## config.mk

```make
export PLATFORM = sky130hd
export DESIGN_NAME = sdhc_csu
export DESIGN_NICKNAME = d
export VERILOG_FILES = /design/src/rtl/sdhc_csu_pkg.sv /design/src/rtl/sdhc_csu_soft_reset.sv /design/src/rtl/sdhc_csu_cmd_path.sv /design/src/rtl/sdhc_csu_irq_status.sv /design/src/rtl/sdhc_csu.sv
export SDC_FILE = /design/constraint.sdc
export NUM_CORES = 1
export LEC_CHECK = 0
export BUFFER_PORTS_ARGS = -buffer_cell sky130_fd_sc_hd__buf_2
export CORE_MARGIN = 10
export CORE_UTILIZATION = 55
export CTS_CLUSTER_DIAMETER = 50
export DETAILED_ROUTE_END_ITERATION = 10
export GPL_TIMING_DRIVEN = 0
export HOLD_SLACK_MARGIN = 0.1
export PLACE_DENSITY = 0.78
export SLEW_MARGIN = 20
export SYNTH_ARGS = -nofsm -noshare
export SYNTH_HDL_FRONTEND = slang
export SYNTH_SLANG_ARGS = --single-unit
```

## constraint.sdc

```tcl
create_clock -name clk -period 3.4 [get_ports clk]
set_clock_uncertainty 0.2 [all_clocks]
set_input_delay 0 -clock clk [delete_from_list [all_inputs] [get_ports clk]]
set_output_delay 0 -clock clk [all_outputs]
set_load 0.03 [all_outputs]
```

## src/rtl/sdhc_csu_pkg.sv

```systemverilog
package sdhc_csu_pkg;

   localparam int REG_AW = 3;

   localparam logic [REG_AW-1:0] A_CMD   = 3'd0;
   localparam logic [REG_AW-1:0] A_XFER  = 3'd1;
   localparam logic [REG_AW-1:0] A_BLK   = 3'd2;
   localparam logic [REG_AW-1:0] A_PRES  = 3'd3;
   localparam logic [REG_AW-1:0] A_STS   = 3'd4;
   localparam logic [REG_AW-1:0] A_STSEN = 3'd5;
   localparam logic [REG_AW-1:0] A_SIGEN = 3'd6;
   localparam logic [REG_AW-1:0] A_SRST  = 3'd7;

   // stored-bit masks of the programmable words
   localparam logic [15:0] CMD_MASK  = 16'h3F3B;
   localparam logic [15:0] XFER_MASK = 16'h0037;
   localparam logic [15:0] BLK_MASK  = 16'h7FFF;

   localparam int CMD_DATA_BIT = 5;

   // status bit positions
   localparam int ST_CMD_DONE  = 0;
   localparam int ST_XFER_DONE = 1;
   localparam int ST_DMA       = 3;
   localparam int ST_BUF_WR    = 4;
   localparam int ST_BUF_RD    = 5;
   localparam int ST_ERR_SUM   = 15;
   localparam int ST_ERR_BASE  = 16;

   localparam logic [31:0] NORM_MASK = 32'h0000_003B;

   // present-state positions
   localparam int PS_CMD_INH = 0;
   localparam int PS_DAT_INH = 1;
   localparam int PS_DAT_LO  = 20;

   typedef enum logic [1:0] {
      RSP_NONE     = 2'b00,
      RSP_L136     = 2'b01,
      RSP_L48      = 2'b10,
      RSP_L48_BUSY = 2'b11
   } rsp_kind_e;

   function automatic logic [7:0] rsp_len(input rsp_kind_e k);
      case (k)
         RSP_L136:              return 8'd136;
         RSP_L48, RSP_L48_BUSY: return 8'd48;
         default:               return 8'd0;
      endcase
   endfunction

endpackage

```

## src/rtl/sdhc_csu_soft_reset.sv

```systemverilog
module sdhc_csu_soft_reset #(
   parameter int RST_CYCLES = 4
) (
   input  logic clk,
   input  logic rst_n,
   input  logic req,
   output logic busy
);
   localparam int CNT_W = $clog2(RST_CYCLES + 1);

   if (RST_CYCLES < 1) begin : g_bad_len
      $error("sdhc_csu_soft_reset: RST_CYCLES must be at least 1");
   end

   logic [CNT_W-1:0] cnt_q;

   always_ff @(posedge clk or negedge rst_n) begin
      if (!rst_n)
         cnt_q <= '0;
      else if (cnt_q != '0)
         cnt_q <= cnt_q - 1'b1;
      else if (req)
         cnt_q <= CNT_W'(RST_CYCLES);
   end

   assign busy = (cnt_q != '0);

endmodule

```

## src/rtl/sdhc_csu_cmd_path.sv

```systemverilog
module sdhc_csu_cmd_path
   import sdhc_csu_pkg::*;
(
   input  logic        clk,
   input  logic        rst_n,
   input  logic        srst,
   input  logic        wr_cmd,
   input  logic        wr_xfer,
   input  logic        wr_blk,
   input  logic [15:0] wdata,
   input  logic        ev_cmd_done,
   input  logic        ev_xfer_done,
   input  logic        ev_busy_release,
   output logic [15:0] cmd_q,
   output logic [15:0] xfer_q,
   output logic [15:0] blk_q,
   output logic        cmd_inh,
   output logic        dat_inh,
   output logic        cmd_start,
   output logic [7:0]  cmd_resp_len,
   output logic        cmd_busy_chk
);
   logic      accept;
   logic      need_dat;
   rsp_kind_e kind;

   assign accept   = wr_cmd & ~cmd_inh;
   assign kind     = rsp_kind_e'(wdata[1:0]);
   assign need_dat = wdata[CMD_DATA_BIT] | (kind == RSP_L48_BUSY);

   // command word, start strobe and decoded response
   always_ff @(posedge clk or negedge rst_n) begin
      if (!rst_n) begin
         cmd_q        <= '0;
         cmd_start    <= 1'b0;
         cmd_resp_len <= '0;
         cmd_busy_chk <= 1'b0;
      end else if (srst) begin
         cmd_q        <= '0;
         cmd_start    <= 1'b0;
         cmd_resp_len <= '0;
         cmd_busy_chk <= 1'b0;
      end else begin
         cmd_start <= accept;
         if (accept) begin
            cmd_q        <= wdata & CMD_MASK;
            cmd_resp_len <= rsp_len(kind);
            cmd_busy_chk <= (kind == RSP_L48_BUSY);
         end
      end
   end

   // line occupancy flags
   always_ff @(posedge clk or negedge rst_n) begin
      if (!rst_n) begin
         cmd_inh <= 1'b0;
         dat_inh <= 1'b0;
      end else if (srst) begin
         cmd_inh <= 1'b0;
         dat_inh <= 1'b0;
      end else begin
         if (accept)
            cmd_inh <= 1'b1;
         else if (ev_cmd_done)
            cmd_inh <= 1'b0;

         if (accept && need_dat)
            dat_inh <= 1'b1;
         else if (ev_xfer_done || ev_busy_release)
            dat_inh <= 1'b0;
      end
   end

   // transfer mode and block geometry
   always_ff @(posedge clk or negedge rst_n) begin
      if (!rst_n) begin
         xfer_q <= '0;
         blk_q  <= '0;
      end else if (srst) begin
         xfer_q <= '0;
         blk_q  <= '0;
      end else begin
         if (wr_xfer) xfer_q <= wdata & XFER_MASK;
         if (wr_blk)  blk_q  <= wdata & BLK_MASK;
      end
   end

endmodule

```

## src/rtl/sdhc_csu_irq_status.sv

```systemverilog
module sdhc_csu_irq_status
   import sdhc_csu_pkg::*;
#(
   parameter int ERR_W = 8
) (
   input  logic             clk,
   input  logic             rst_n,
   input  logic             srst,
   input  logic             wr_sts,
   input  logic             wr_sts_en,
   input  logic             wr_sig_en,
   input  logic [31:0]      wdata,
   input  logic             ev_cmd_done,
   input  logic             ev_xfer_done,
   input  logic             ev_dma_bnd,
   input  logic             ev_buf_wr_rdy,
   input  logic             ev_buf_rd_rdy,
   input  logic [ERR_W-1:0] ev_err,
   output logic [31:0]      status,
   output logic [31:0]      sts_en,
   output logic [31:0]      sig_en,
   output logic             irq
);
   localparam logic [31:0] ERR_FIELD  = ((32'h1 << ERR_W) - 32'h1) << ST_ERR_BASE;
   localparam logic [31:0] LATCH_MASK = NORM_MASK | ERR_FIELD;
   localparam logic [31:0] SIG_MASK   = LATCH_MASK | (32'h1 << ST_ERR_SUM);

   logic [31:0] ev_all;
   logic [31:0] lat_q;
   logic        err_any;

   always_comb begin
      ev_all                      = '0;
      ev_all[ST_CMD_DONE]         = ev_cmd_done;
      ev_all[ST_XFER_DONE]        = ev_xfer_done;
      ev_all[ST_DMA]              = ev_dma_bnd;
      ev_all[ST_BUF_WR]           = ev_buf_wr_rdy;
      ev_all[ST_BUF_RD]           = ev_buf_rd_rdy;
      ev_all[ST_ERR_BASE +: ERR_W] = ev_err;
   end

   for (genvar i = 0; i < 32; i++) begin : g_bit
      if (LATCH_MASK[i]) begin : g_flop
         logic bit_q;
         always_ff @(posedge clk or negedge rst_n) begin
            if (!rst_n)
               bit_q <= 1'b0;
            else if (srst)
               bit_q <= 1'b0;
            else if (ev_all[i] && sts_en[i])
               bit_q <= 1'b1;
            else if (wr_sts && wdata[i])
               bit_q <= 1'b0;
         end
         assign lat_q[i] = bit_q;
      end else begin : g_none
         assign lat_q[i] = 1'b0;
      end
   end

   always_ff @(posedge clk or negedge rst_n) begin
      if (!rst_n) begin
         sts_en <= '0;
         sig_en <= '0;
      end else if (srst) begin
         sts_en <= '0;
         sig_en <= '0;
      end else begin
         if (wr_sts_en) sts_en <= wdata & LATCH_MASK;
         if (wr_sig_en) sig_en <= wdata & SIG_MASK;
      end
   end

   assign err_any = |lat_q[31:ST_ERR_BASE];

   always_comb begin
      status             = lat_q;
      status[ST_ERR_SUM] = err_any;
   end

   assign irq = |(status & sig_en);

endmodule

```

## src/rtl/sdhc_csu.sv

```systemverilog
module sdhc_csu
   import sdhc_csu_pkg::*;
#(
   parameter int ERR_W      = 8,
   parameter int RST_CYCLES = 4
) (
   input  logic              clk,
   input  logic              rst_n,
   input  logic              reg_wr,
   input  logic [2:0]        reg_addr,
   input  logic [31:0]       reg_wdata,
   output logic [31:0]       reg_rdata,
   input  logic              ev_cmd_done,
   input  logic              ev_xfer_done,
   input  logic              ev_dma_bnd,
   input  logic              ev_buf_wr_rdy,
   input  logic              ev_buf_rd_rdy,
   input  logic              ev_busy_release,
   input  logic [ERR_W-1:0]  ev_err,
   input  logic [3:0]        dat_lines,
   output logic              irq,
   output logic              cmd_start,
   output logic [7:0]        cmd_resp_len,
   output logic              cmd_busy_chk
);
   if (ERR_W < 1 || ERR_W > 16) begin : g_bad_err_w
      $error("sdhc_csu: ERR_W must lie in 1..16");
   end

   logic        srst_busy;
   logic        wr_ok;
   logic [15:0] cmd_q, xfer_q, blk_q;
   logic        cmd_inh, dat_inh;
   logic [31:0] status, sts_en, sig_en;
   logic [31:0] pres;

   assign wr_ok = reg_wr & ~srst_busy;

   sdhc_csu_soft_reset #(
      .RST_CYCLES(RST_CYCLES)
   ) u_srst (
      .clk  (clk),
      .rst_n(rst_n),
      .req  (wr_ok && (reg_addr == A_SRST) && reg_wdata[0]),
      .busy (srst_busy)
   );

   sdhc_csu_cmd_path u_cmd (
      .clk            (clk),
      .rst_n          (rst_n),
      .srst           (srst_busy),
      .wr_cmd         (wr_ok && (reg_addr == A_CMD)),
      .wr_xfer        (wr_ok && (reg_addr == A_XFER)),
      .wr_blk         (wr_ok && (reg_addr == A_BLK)),
      .wdata          (reg_wdata[15:0]),
      .ev_cmd_done    (ev_cmd_done),
      .ev_xfer_done   (ev_xfer_done),
      .ev_busy_release(ev_busy_release),
      .cmd_q          (cmd_q),
      .xfer_q         (xfer_q),
      .blk_q          (blk_q),
      .cmd_inh        (cmd_inh),
      .dat_inh        (dat_inh),
      .cmd_start      (cmd_start),
      .cmd_resp_len   (cmd_resp_len),
      .cmd_busy_chk   (cmd_busy_chk)
   );

   sdhc_csu_irq_status #(
      .ERR_W(ERR_W)
   ) u_irq (
      .clk          (clk),
      .rst_n        (rst_n),
      .srst         (srst_busy),
      .wr_sts       (wr_ok && (reg_addr == A_STS)),
      .wr_sts_en    (wr_ok && (reg_addr == A_STSEN)),
      .wr_sig_en    (wr_ok && (reg_addr == A_SIGEN)),
      .wdata        (reg_wdata),
      .ev_cmd_done  (ev_cmd_done),
      .ev_xfer_done (ev_xfer_done),
      .ev_dma_bnd   (ev_dma_bnd),
      .ev_buf_wr_rdy(ev_buf_wr_rdy),
      .ev_buf_rd_rdy(ev_buf_rd_rdy),
      .ev_err       (ev_err),
      .status       (status),
      .sts_en       (sts_en),
      .sig_en       (sig_en),
      .irq          (irq)
   );

   always_comb begin
      pres                      = '0;
      pres[PS_CMD_INH]          = cmd_inh;
      pres[PS_DAT_INH]          = dat_inh;
      pres[PS_DAT_LO +: 4]      = dat_lines;
   end

   always_comb begin
      case (reg_addr)
         A_CMD:   reg_rdata = {16'h0, cmd_q};
         A_XFER:  reg_rdata = {16'h0, xfer_q};
         A_BLK:   reg_rdata = {16'h0, blk_q};
         A_PRES:  reg_rdata = pres;
         A_STS:   reg_rdata = status;
         A_STSEN: reg_rdata = sts_en;
         A_SIGEN: reg_rdata = sig_en;
         A_SRST:  reg_rdata = {31'h0, srst_busy};
         default: reg_rdata = '0;
      endcase
   end

endmodule

```

# Word-level counts from Yosys, hierarchy flattened
# Index checks and enable logic that the tools add are counted.
# totals
ff_bits	140
input_bits	56
word_cells	167
# op_classes
addsub	1
n_eq_ne	10
muxes	64
n_bitwise	6
n_reduce_logical	62
# op_table
operator	count
32-bit case mux with 8 select lines	1
32-bit 2-to-1 mux	4
16-bit 2-to-1 mux	6
1-bit 2-to-1 mux	48
3-bit nonzero test	16
1-bit logical AND	35
24-bit by 32-bit bitwise AND with 32-bit output	1
32-bit OR reduction	1
8-bit 2-to-1 mux	2
8-bit case mux with 2 select lines	1
3-bit == test (second input constant)	4
2-bit nonzero test	6
8-bit OR reduction	1
3-bit by 2-bit == test with 1-bit output (second input constant)	2
3-bit 2-to-1 mux	2
2-bit == test (second input constant)	2
3-bit by 1-bit == test with 1-bit output (second input constant)	1
3-bit logical NOT	1
3-bit by 1-bit subtractor with 3-bit output (second input constant)	1
1-bit bitwise AND	2
2-bit by 1-bit == test with 1-bit output (second input constant)	1
1-bit inverter	2
2-bit OR reduction	1
1-bit logical OR	1
1-bit OR	1

# Longest topological paths before layout
# Gate-level depths: netlist of run 1.
# depth
word_depth	8
mapped_depth	6

# Hierarchy
# From an unflattened synthesis of run 1, not the netlist that was laid out.
# unflattened
cells_unflattened	631
area_unflattened_um2	5559.1
# by_module_without_submodules
mod	instances	cells_per_inst	area_each_um2	seq_area_each_um2
sdhc_csu_irq_status	1	224	2217.1	1001.0
sdhc_csu_cmd_path	1	160	1697.9	925.9
sdhc_csu	1	232	1487.7	0.0
sdhc_csu_soft_reset	1	15	156.4	75.1

# Worst setup path after synthesis of run 1
# No wires, ideal clock.
# synth_timing
path_kind	register to output
startpoint	register u_srst.cnt_q[1]
endpoint	output port reg_rdata[0]
arrival_time_ps	1736
setup_slack_ps	1464
stages_incl_launch_ff	6
path_buffers	2
path_cell_list	dfrtp_1 buf_6 or3_4 buf_6 mux4_2 mux2_4
# synth_between
elab_chain_cells	2
# synth_rtl
element	line	text
start: declaration	sdhc_csu_soft_reset.sv:15	logic [CNT_W-1:0] cnt_q;
start signal: assignment	sdhc_csu_soft_reset.sv:21	cnt_q <= cnt_q - 1'b1;
start signal: assignment	sdhc_csu_soft_reset.sv:23	cnt_q <= CNT_W'(RST_CYCLES);
3-bit nonzero test	sdhc_csu_soft_reset.sv:26	assign busy = (cnt_q != '0);
32-bit case mux with 8 select lines	sdhc_csu.sv:99	case (reg_addr)
end: declaration	sdhc_csu.sv:12	output logic [31:0] reg_rdata,
# No other way between the ends.

# Worst setup path in the final report of run 1
# layout_timing
startpoint	input port reg_addr[2]
endpoint	output port reg_rdata[4]
# layout_between
elab_chain_cells	2
word_cells_on_any_way	9
# layout_rtl
element	line	text
start: declaration	sdhc_csu.sv:10	input logic [2:0] reg_addr,
3-bit == test (tied with other cells)	sdhc_csu.sv:99	
32-bit case mux with 8 select lines *	sdhc_csu.sv:99	
# Mark *: on every way between the ends. The rest lies on a longest branch, timed or not.

==> results.tsv, run 1 <==
stage	metric	value	unit
detailed_routing	wl_per_cell	19.9	um
critical_path	critPathCapture	reg_rdata[4]	
critical_path	timing.rr.end	u_irq.sts_en[3]	
logic_synthesis	synth-seq-cells	80	
detailed_routing	first_pass_iters	5	
global_routing	antenna_found_initial	0	
power	ir_drop	0.412	mV
power	leakage	2.84	nW
clocking	cts.htree.levels	3	
detailed_routing	drcViolationCount	0	
clocking	clkLatencyLatePin	0.36	ns
finish	final_cell_mix	85 x buf_2, 80 x dfrtp_1, 56 x dlygate4sd3_1, 43 x nand2_1, 42 x mux2i_1	
global_routing	grt_pass1_wl	21700	um
placed_design	place.gp.congestion	0.925	
global_routing	grt_max_degree	47	
power	p_comb_share	28.0	%
timing	max_freq	382	MHz
logic_synthesis	syn-cell-area	0.00424	sq mm
critical_path	r2r_start	u_srst.cnt_q[2]	
job	maxCapViolations	0	
placed_design	dp_hpwl	9200	um
floorplan	die_x	108	um
clocking	post_cts_buffers	0	
hold_path	hp-class	primary input to flop	
finish	fin_nets	638	
critical_path	required	3.20	ns
detailed_routing	drt_iter0_drc	409	
clocking	root_buffer	clkbuf_8	
outcome	status	complete, no violations	
clocking	cts_tree	built	
finish	syn_to_final_growth	32.3	%
placed_design	dpl.cell_count	613	
global_routing	met2_usage	38.9	%
finish	layout_commonest_cell	buf_2	
finish	drive_above_1_share	23.7	%
power	p_seq_share	45.5	%
placed_design	portBuffers	77	
clocking	cts_buffers	9	
critical_path	r2r_slack	0.81	ns
critical_path	crit_type	primary input to output port	
logic_synthesis	async_flop_share	100	%
floorplan	die_h	108	um
critical_path	critPathLaunch	reg_addr[2]	
power	power.internal	1.85	mW
power	power_density	494	mW/mm^2
clocking	cts.sinks	80	
detailed_routing	vias_per_cell	5.79	
logic_synthesis	avgSynthCellArea	9.97	sq um
floorplan	start_util	57.5	%
clocking	clk_pin_slew	0.08	ns
power	pwr-share-clk	26.5	%
timing	fin_tns_setup	0	ns
timing	finalHoldViolations	0	
critical_path	worst_setup_path_start_kind	primary input	
logic_synthesis	seq_area_frac_synth	47.2	%
logic_synthesis	syn_inst	425	
clocking	cts_resized	0	
critical_path	slowest_delay	0.52	ns
critical_path	reg2reg_depth	6	
timing	max_slew_margin	39.6	%
timing	min_period	2.62	ns
power	p_sw	0.919	mW
detailed_routing	vias	3975	
global_routing	use_met1	28.9	%
timing	tightest_slew	0.906	ns
critical_path	crit_chain	dlygate4sd3_1 -> buf_2 -> buf_2 -> buf_1 -> buf_2 -> mux2i_1 -> o21ai_0 -> buf_2	
logic_synthesis	synth_warnings	0	
finish	n_antenna_cell	0	
floorplan	num_rows	31	
detailed_routing	wl	13600	um
logic_synthesis	synth_flop_cell	dfrtp_1	
timing	slew_viol_final	0	
floorplan	coreArea	0.00737	sq mm
logic_synthesis	synth.distinct_cells	50	
critical_path	path_common_cell	buf_2	
timing	rsz0062_at_grt	false	
critical_path	worstPathMaxFanout	10	
global_routing	grt_usage	23.5	%
timing	finalCritPeriodShare	77.1	%
finish	fill_cells	524	
logic_synthesis	synth_edf_count	0	
clocking	clockBufferDepth	2	
critical_path	critPathSlowestCell	dlygate4sd3_1	
global_routing	grt_util_met3	5.81	%
hold_path	whs_path_depth	3	
finish	stdcell_count	686	
detailed_routing	ant_nets	0	
power	switching_share	33.2	%
global_routing	grt_overflow	0	
floorplan	pin_count	99	
floorplan	die_area	0.0116	sq mm
timing	setup_viol	0	
global_routing	grt_pass1_vias	4164	
critical_path	arrival	2.42	ns
global_routing	busiest_layer	met2	
critical_path	worstSetupEndpointType	output port	
[critical path: cells and delay by family]
kind / cells / cell delay (ns)
mux: 1 / 0.14
compound gates: 1 / 0.23
buf+inv: 6 / 2.04
[power groups by stage]
stage               clock, mW  sequential, mW  combinational [mW]
global placement            0            1.26               0.639
finish                  0.733            1.26               0.774
CTS                     0.733            1.25               0.758
detailed placement          0            1.27               0.658
global route            0.766            1.28               0.843
floorplan                   0            1.23               0.464
[area by class of cell]
class	count	area, sq um	area share (%)
flip-flops and latches	80	2000	35.7
multi-input cells	285	1920	34.3
repair buffers	135	996	17.8
plain buffers	45	259	4.62
clock buffers	11	151	2.70
well taps	99	124	2.21
inverters	26	97.6	1.74
clock inverters	5	55.1	0.982
[per-stage QoR]
step | setup WS, ns | hold WS (ns) | instance area (sq um) | total power, mW | utilization [%]
after global routing | 0.598 | 0.245 | 5610 | 2.88 | 76.1
after floorplan | 1.46 | -0.496 | 4280 | 1.70 | -
after detailed placement | 0.983 | -0.144 | 4810 | 1.93 | 65.3
after CTS | 0.848 | 0.212 | 5610 | 2.74 | 76.1
final | 0.779 | 0.219 | 5610 | 2.77 | 76.1
after global placement | 1.10 | 0.0329 | 4790 | 1.90 | 65.0
[kinds of logic after synthesis]
kind of cell | count (synthesis) | synth area share, %
DFF | 80 | 47.2
and+or+nand+nor | 106 | 13.1
other | 1 | 0.0885
AOI/OAI and AO/OA | 117 | 18.3
buffers and inverters | 71 | 8.41
muxes | 50 | 12.9
[cells in the mapped netlist, types with 4 or more instances]
master	n	area, sq um
o22ai_1	4	25.0
a21oi_1	19	95.1
nor2b_1	5	31.3
o21ai_0	26	130
buf_2	9	45.0
nand2_1	43	161
buf_4	15	113
nand3_1	7	35.0
o2bb2ai_1	6	52.6
nor2_1	17	63.8
nand2b_1	5	31.3
o211ai_1	17	128
a22oi_1	9	67.6
mux2i_1	42	420
inv_1	26	97.6
and2_1	7	43.8
mux2_2	4	45.0
clkbuf_1	15	56.3
o21ai_1	10	50.1
a22o_1	16	140
dfrtp_1	80	2000
[per-layer routing]
| metal | share of wire [%] | vias to the layer above |
|---|---|---|
| met5 | 0 | - |
| met4 | 2.1 | 0 |
| met3 | 9.4 | 28 |
| met2 | 48 | 230 |
| met1 | 41 | 1907 |
| li1 | - | 1810 |
[flip-flops by register name, summed over array words and instances (netlist names), 2 cells and up]
register / flops
u_cmd.blk_q: 15
u_irq.sts_en: 13
u_cmd.cmd_q: 11
u_irq.sig_en: 14
u_cmd.cmd_resp_len: 2
u_irq.g_bit.g_flop.bit_q: 13
u_srst.cnt_q: 3
u_cmd.xfer_q: 5
[repair_timing]
item | 4_1_cts | 5_1_grt
endpoints found under the setup margin | 0 | 0
endpoints found under the hold margin | 158 | 0
hold buffers | 57 | 0
[worst min path at each step]
stage / start / endpoint / slack [ns]
after floorplan: rst_n / u_cmd.blk_q[0] / -0.50
after global placement: reg_wdata[7] / u_cmd.blk_q[7] / 0.03
after detailed placement: rst_n / u_irq.g_bit[19].g_flop.bit_q / -0.14
after CTS: reg_wdata[21] / u_irq.sts_en[21] / 0.21
after global routing: reg_wdata[23] / u_irq.sts_en[23] / 0.24
final: reg_wdata[16] / u_irq.sts_en[16] / 0.22
Power figures use the tool's default switching activity.
==> run 2: changes to the inputs <==
- ABC_AREA: not set -> 1
- CORE_UTILIZATION: 55 -> 48
- PLACE_DENSITY: 0.78 -> 0.73
- clock period: 3.4 -> 2.4 ns (I/O delays scaled with it)
==> run 2 against run 1 <==
Net effect: cell count rose by 9.3%; worst setup slack got worse by 0.64 ns; first-iteration DRC count fell by 33%; die area rose by 6.2%; worst hold slack got worse by 0.019 ns; via count fell by 2.7%; critical path type is now flop to flop; clock power rose by 22%; sequential power rose by 44%; highest routed layer unchanged.
==> results.tsv, run 2 <==
stage	metric	value	unit	change
critical_path	r2r_slack	0.14	ns	-0.67 ns
timing	min_period	2.26	ns	
global_routing	antenna_found_initial	1		+1
timing	finalHoldViolations	0		unchanged
floorplan	die_x	111	um	+3.0%
clocking	clkLatencyLatePin	0.35	ns	about the same
floorplan	start_util	48.9	%	-8.6 points
critical_path	required	2.49	ns	-0.71 ns
logic_synthesis	synthTopCellsByCount	95 x nand2_1, 80 x dfrtp_1, 75 x inv_1		
critical_path	arrival	2.35	ns	-0.07 ns
detailed_routing	wl	12000	um	-12%
logic_synthesis	yosys.area.top_type	dfrtp_1		
global_routing	grt_max_degree	47		unchanged
critical_path	r2r_start	u_srst.cnt_q[1]		
logic_synthesis	synth.distinct_cells	31		-38%
logic_synthesis	yosysMostFrequentCell	nand2_1		
timing	slew_viol_final	0		unchanged
critical_path	crit_type	flop to flop		
global_routing	grt_overflow	0		unchanged
logic_synthesis	avgSynthCellArea	8.43	sq um	-15%
logic_synthesis	syn-cell-area	0.00398	sq mm	-6.1%
power	leakage	2.71	nW	-4.8%
global_routing	grt_pass1_vias	4078		-2.1%
critical_path	timing.rr.end	u_cmd.dat_inh		
detailed_routing	vias	3867		-2.7%
timing	fin_hold_ws	0.200	ns	-0.0193 ns
clocking	clockBufferDepth	2		unchanged
finish	syn_to_final_growth	36.3	%	
hold_path	hold_path.startpoint	dat_lines[3]		
detailed_routing	vias_per_cell	5.16		-11%
clocking	root_buffer	clkbuf_8		
finish	final_cell_mix	94 x nand2_1, 80 x buf_2, 80 x dfrtp_1, 75 x inv_1, 65 x dlygate4sd3_1		
clocking	clk_pin_slew	0.08	ns	about the same
hold_path	hold_path_end	reg_rdata[23]		
detailed_routing	drt_iter0_drc	276		-33%
floorplan	num_rows	33		+6.5%
finish	layout_commonest_cell	nand2_1		
timing	fin_tns_setup	0	ns	unchanged
global_routing	grt_pass1_wl	20000	um	-7.8%
timing	setup_viol	0		unchanged
critical_path	worst_setup_path_start_kind	flop		
critical_path	worstPathMaxFanout	10		unchanged
timing	finalCritPeriodShare	94.0	%	
clocking	cts.sinks	80		unchanged
finish	largest_register_ffs	15		unchanged
placed_design	portBuffers	78		+1.3%
timing	max_freq	443	MHz	
clocking	cts.htree.levels	3		unchanged
floorplan	pin_count	99		unchanged
detailed_routing	drcViolationCount	0		unchanged
clocking	post_cts_buffers	0		unchanged
logic_synthesis	synth_top_area_share	50.3	%	+3.1 points
logic_synthesis	async_flop_share	100	%	unchanged
floorplan	die_h	111	um	+3.0%
logic_synthesis	synth_warnings	0		unchanged
logic_synthesis	synth_edf_count	0		unchanged
power	ir_drop	0.322	mV	-22%
placed_design	dp_hpwl	8050	um	-12%
job	maxCapViolations	0		unchanged
critical_path	reg2reg_depth	7		+1
hold_path	hp-class	primary input to output port		
clocking	cts_tree	built		
finish	regMostFlops	u_cmd.blk_q		
floorplan	coreArea	0.00813	sq mm	+10%
detailed_routing	first_pass_iters	6		+1
placed_design	place.gp.congestion	0.847		-8.5%
logic_synthesis	synth.area.top_cells	dfrtp_1 50%, nand2_1 9.0%, inv_1 7.1%		
global_routing	grt_usage	19.5	%	-3.9 points
timing	rsz0062_at_grt	false		
finish	fill_cells	657		+25%
clocking	cts_buffers	9		unchanged
logic_synthesis	syn_inst	472		+11%
critical_path	worstSetupEndpointType	flop		
power	power_density	786	mW/mm^2	+59%
detailed_routing	ant_nets	0		unchanged
finish	reg_top3	u_cmd.blk_q (15), u_irq.sig_en (14)		
logic_synthesis	seq_area_frac_synth	50.3	%	+3.1 points
logic_synthesis	synth_flop_cell	dfrtp_1		
detailed_routing	wl_per_cell	16.0	um	-20%
outcome	status	complete, no violations		
floorplan	die_area	0.0123	sq mm	+6.2%
logic_synthesis	synth-seq-cells	80		unchanged
hold_path	whs_path_depth	4		+1
finish	drive_above_1_share	23.3	%	-0.39 points
finish	fin_nets	695		+8.9%
-- run 2: changes by cell type after synthesis, moves of 31 or more --
cell and change:
mux2i_1 -42, inv_1 +49, nand3_1 +31, o22ai_1 +39
nand2_1 +52
-- run 2: worst max path at each step --
stage                          startpoint  slack [ns]                           end
after floorplan           u_srst.cnt_q[1]        0.90         u_cmd.cmd_resp_len[3]
after global placement              rst_n        0.52               u_cmd.blk_q[13]
final                     u_srst.cnt_q[1]        0.14                 u_cmd.dat_inh
after CTS                     reg_addr[1]        0.13  u_irq.g_bit[23].g_flop.bit_q
after global routing      u_srst.cnt_q[1]        0.03               u_cmd.cmd_q[10]
after detailed placement  u_srst.cnt_q[1]        0.67              u_irq.sts_en[22]
-- run 2: worst max-delay path: stages, from the launching register on --
cell	delay, ns
dfrtp_1	0.41
nor2_4	0.15
nand3_2	0.16
inv_4	0.18
buf_2	0.27
nand4_1	0.12
o21ai_0	0.10
dlygate4sd3_1	0.59
-- run 2: layout make-up --
cell class                      count  area (sq um)  share of cell area, %
Clock inverter                      6          35.0                  0.646
Multi-Input combinational cell    295          1510                   27.9
Antenna cell                        1          2.50                 0.0461
Clock buffer                       10           138                   2.54
Buffer                             27           204                   3.76
Inverter                           81           312                   5.74
Sequential cell                    80          2000                   36.9
Tap cell                          105           131                   2.42
Timing Repair Buffer              145          1090                   20.1
-- run 2: where the power goes --
group          total, mW  internal [mW]  switching (mW)
Sequential          1.82           1.64           0.183
Combinational       1.55          0.582           0.969
Clock              0.892          0.396           0.495
-- run 2: what timing repair did --
| item | 4_1_cts | 5_1_grt |
|---|---|---|
| endpoints found under the hold margin | 158 | 0 |
| setup endpoints to repair | 0 | 9 |
| hold buffers | 66 | 0 |
| resized for setup | 0 | 4 |
-- run 2: routing by layer --
metal / share of wire, % / GRT usage [%] / vias up / routed length (um)
li1: - / - / 1858 / -
met1: 41 / 22.9 / 1808 / 4930
met2: 49 / 32.5 / 159 / 5910
met3: 5.4 / 3.52 / 42 / 645
met4: 4.0 / 11.8 / 0 / 476
met5: 0 / 0 / - / 0
-- run 2: kinds of logic (layout without fill, tap and decap cells) --
kind of cell    count (synthesis)  in the layout  share of synthesized area [%]
flops                          80             80                           50.3
compound gates                103            103                           15.8
buf+inv                       108            269                           12.9
simple gates                  180            180                           20.9
other cells                     1             13                         0.0942
-- run 2: through the flow --
| step | worst slack, ns | cells | instance area, sq um | util, % | power, mW |
|---|---|---|---|---|---|
| 2_1_floorplan | 0.903 | 483 | 4020 | - | 2.76 |
| 5_1_grt | 0.0349 | 750 | 5430 | 66.7 | 4.50 |
| 3_3_place_gp | 0.524 | 666 | 4540 | 55.9 | 3.15 |
| 4_1_cts | 0.132 | 749 | 5420 | 66.6 | 4.23 |
| 6_report | 0.143 | 750 | 5430 | 66.7 | 4.26 |
| 3_5_place_dp | 0.670 | 667 | 4570 | 56.2 | 3.19 |
==> run 3: changes to the inputs <==
- PLACE_DENSITY: 0.73 -> 0.76
==> run 3 against run 2 <==
Net effect: die area unchanged; via count increased by 2.0%; clock-buffer cell count unchanged; final area increased by 0.30%; maximum frequency decreased by 0.23%; cell count decreased by 0.53%; non-clock buffer count decreased by 2; combinational power about the same; largest power group unchanged; highest routed layer unchanged.
==> results.tsv, run 3 (synthesis gave the netlist of run 2 again) <==
stage	metric	value	unit	change
outcome	status	complete, no violations		
critical_path	arrival	2.30	ns	-0.05 ns
job	maxCapViolations	0		unchanged
timing	max_slew_margin	62.4	%	
detailed_routing	first_pass_iters	5		-1
timing	fin_hold_ws	0.196	ns	-0.00362 ns
global_routing	met2_usage	31.7	%	-0.75 points
power	switching_share	36.4	%	-2.2 points
placed_design	place.gp.congestion	0.857		+1.2%
hold_path	hp-class	primary input to flop		
timing	min_period	2.26	ns	+0.00521 ns
power	finalPower	4.44	mW	+4.2%
critical_path	required	2.44	ns	-0.05 ns
finish	fill_cells	626		-4.7%
global_routing	busiest_layer	met2		
detailed_routing	vias	3944		+2.0%
critical_path	crit_type	primary input to flop		
clocking	clk_pin_slew	0.08	ns	about the same
global_routing	grt_util_met3	4.00	%	+0.49 points
finish	syn_to_final_growth	36.7	%	
global_routing	grt_pass1_vias	3984		-2.3%
hold_path	hold_path_end	u_cmd.cmd_inh		
detailed_routing	wl	11900	um	-0.30%
global_routing	grt_overflow	0		unchanged
placed_design	dpl.cell_count	667		unchanged
floorplan	die_h	111	um	unchanged
floorplan	start_util	48.9	%	unchanged
finish	drive_above_1_share	22.8	%	-0.48 points
power	p_sw	1.62	mW	-1.8%
detailed_routing	ant_nets	0		unchanged
floorplan	pin_count	99		unchanged
finish	multi_input_area	0.00151	sq mm	+0.17%
finish	layout_commonest_cell	nand2_1		
clocking	root_buffer	clkbuf_8		
detailed_routing	wl_per_cell	16.0	um	+0.23%
power	ir_drop	0.335	mV	+4.0%
floorplan	die_x	111	um	unchanged
floorplan	die_area	0.0123	sq mm	unchanged
global_routing	grt_pass1_wl	19800	um	-1.1%
power	power_density	816	mW/mm^2	+3.9%
placed_design	place_area	0.00457	sq mm	unchanged
global_routing	antenna_found_initial	1		unchanged
timing	slew_viol_final	0		unchanged
global_routing	grt_max_degree	55		+17%
finish	seq_area	0.00200	sq mm	unchanged
power	pwr-share-clk	24.1	%	+3.2 points
finish	design_area	0.00544	sq mm	+0.30%
clocking	cts_buffers	9		unchanged
power	power.internal	2.82	mW	+7.9%
finish	reg_top3	u_cmd.blk_q (15), u_irq.sig_en (14)		
power	p_comb_share	34.9	%	-1.5 points
finish	stdcell_count	746		-0.53%
critical_path	worst_setup_path_start_kind	primary input		
global_routing	grt_usage	19.1	%	-0.43 points
floorplan	num_rows	33		unchanged
detailed_routing	drcViolationCount	0		unchanged
critical_path	r2r_slack	0.15	ns	about the same
detailed_routing	vias_per_cell	5.29		+2.5%
placed_design	portBuffers	78		unchanged
hold_path	hold_path.startpoint	ev_cmd_done		
power	leakage	2.73	nW	+0.68%
clocking	cts.htree.levels	3		unchanged
critical_path	worstSetupEndpointType	flop		
timing	finalHoldViolations	0		unchanged
critical_path	r2r_start	u_srst.cnt_q[0]		
power	p_seq_share	41.0	%	-1.7 points
critical_path	timing.rr.end	u_irq.g_bit[3].g_flop.bit_q		
finish	fin_nets	693		-0.29%
timing	max_freq	442	MHz	-0.23%
timing	tightest_slew	0.563	ns	
timing	fin_tns_setup	0	ns	unchanged
critical_path	worstPathMaxFanout	10		unchanged
critical_path	reg2reg_depth	8		+1
detailed_routing	drt_iter0_drc	303		+9.8%
clocking	post_cts_buffers	0		unchanged
clocking	cts.sinks	80		unchanged
hold_path	whs_path_depth	3		-1
floorplan	coreArea	0.00813	sq mm	unchanged
finish	largest_register_ffs	15		unchanged
timing	rsz0062_at_grt	false		
timing	finalCritPeriodShare	94.2	%	+0.22 points
finish	final_cell_mix	95 x nand2_1, 80 x buf_2, 80 x dfrtp_1, 75 x inv_1, 63 x dlygate4sd3_1		
clocking	clockBufferDepth	2		unchanged
timing	setup_viol	0		unchanged
placed_design	dp_hpwl	8070	um	+0.25%
finish	regMostFlops	u_cmd.blk_q		
global_routing	use_met1	23.3	%	+0.41 points
clocking	cts_tree	built		
clocking	clkLatencyLatePin	0.35	ns	about the same
==> run 3: changes by cell type in the layout (fill, tap and decap cells not counted), moves of 2 or more <==
cell,before,now
bufinv_16,0,2
clkinv_2,4,2
clkinvlp_4,2,0
dlygate4sd3_1,65,63
==> run 3: area by class of cell <==
cell class | count | area share [%]
well taps | 105 | 2.41
multi-input cells | 295 | 27.8
clock inverters | 4 | 1.29
flip-flops and latches | 80 | 36.8
repair buffers | 143 | 19.7
clock buffers | 10 | 2.53
diodes | 1 | 0.0460
inverters | 81 | 5.72
plain buffers | 27 | 3.72
==> run 3: how the worst max path moves through the flow <==
| stage | start | to | slack [ns] | cells after the start |
|---|---|---|---|---|
| 2_1_floorplan | u_srst.cnt_q[1] | u_cmd.cmd_resp_len[3] | 0.90 | 7 |
| 3_3_place_gp | rst_n | u_cmd.xfer_q[2] | 0.55 | 1 |
| 3_5_place_dp | u_srst.cnt_q[0] | u_cmd.xfer_q[1] | 0.66 | 6 |
| 4_1_cts | u_srst.cnt_q[0] | u_irq.g_bit[5].g_flop.bit_q | 0.14 | 8 |
| 5_1_grt | u_srst.cnt_q[0] | u_cmd.cmd_q[11] | 0.004 | 7 |
| 6_report | reg_addr[1] | u_irq.g_bit[3].g_flop.bit_q | 0.14 | 10 |
==> run 3: power by group through the flow <==
stage                     registers [mW]  clock network, mW  logic [mW]
final                               1.82               1.07        1.55
after global routing                1.85               1.15        1.70
after CTS                           1.81               1.08        1.52
after detailed placement            1.83                  0        1.36
after global placement              1.82                  0        1.32
after floorplan                     1.80                  0       0.952
==> run 3: worst max-delay path, stage by stage <==
cell           delay [ns]
dlygate4sd3_1        0.55
buf_2                0.16
nor2_1               0.16
nand2_1              0.21
nor2_4               0.21
buf_4                0.22
nand2_1              0.08
nand2_1              0.07
a21oi_1              0.05
dlygate4sd3_1        0.58
==> run 3: what timing repair did <==
item | 4_1_cts | 5_1_grt
endpoints found under the hold margin | 158 | 0
endpoints found under the setup margin | 0 | 4
hold buffers | 64 | 0
gates resized for setup | 0 | 2
==> run 3: per-stage QoR <==
stage / setup slack (ns) / util (%)
3_5_place_dp: 0.656 / 56.2
6_report: 0.138 / 66.9
3_3_place_gp: 0.554 / 55.9
4_1_cts: 0.144 / 66.8
5_1_grt: 0.00382 / 66.9
2_1_floorplan: 0.903 / -
==> run 3: per-layer routing <==
metal  vias up  part of all wire, %
met5         -                    0
li1       1861                    -
met2       197                   50
met1      1852                   40
met3        34                  7.4
met4         0                  3.0
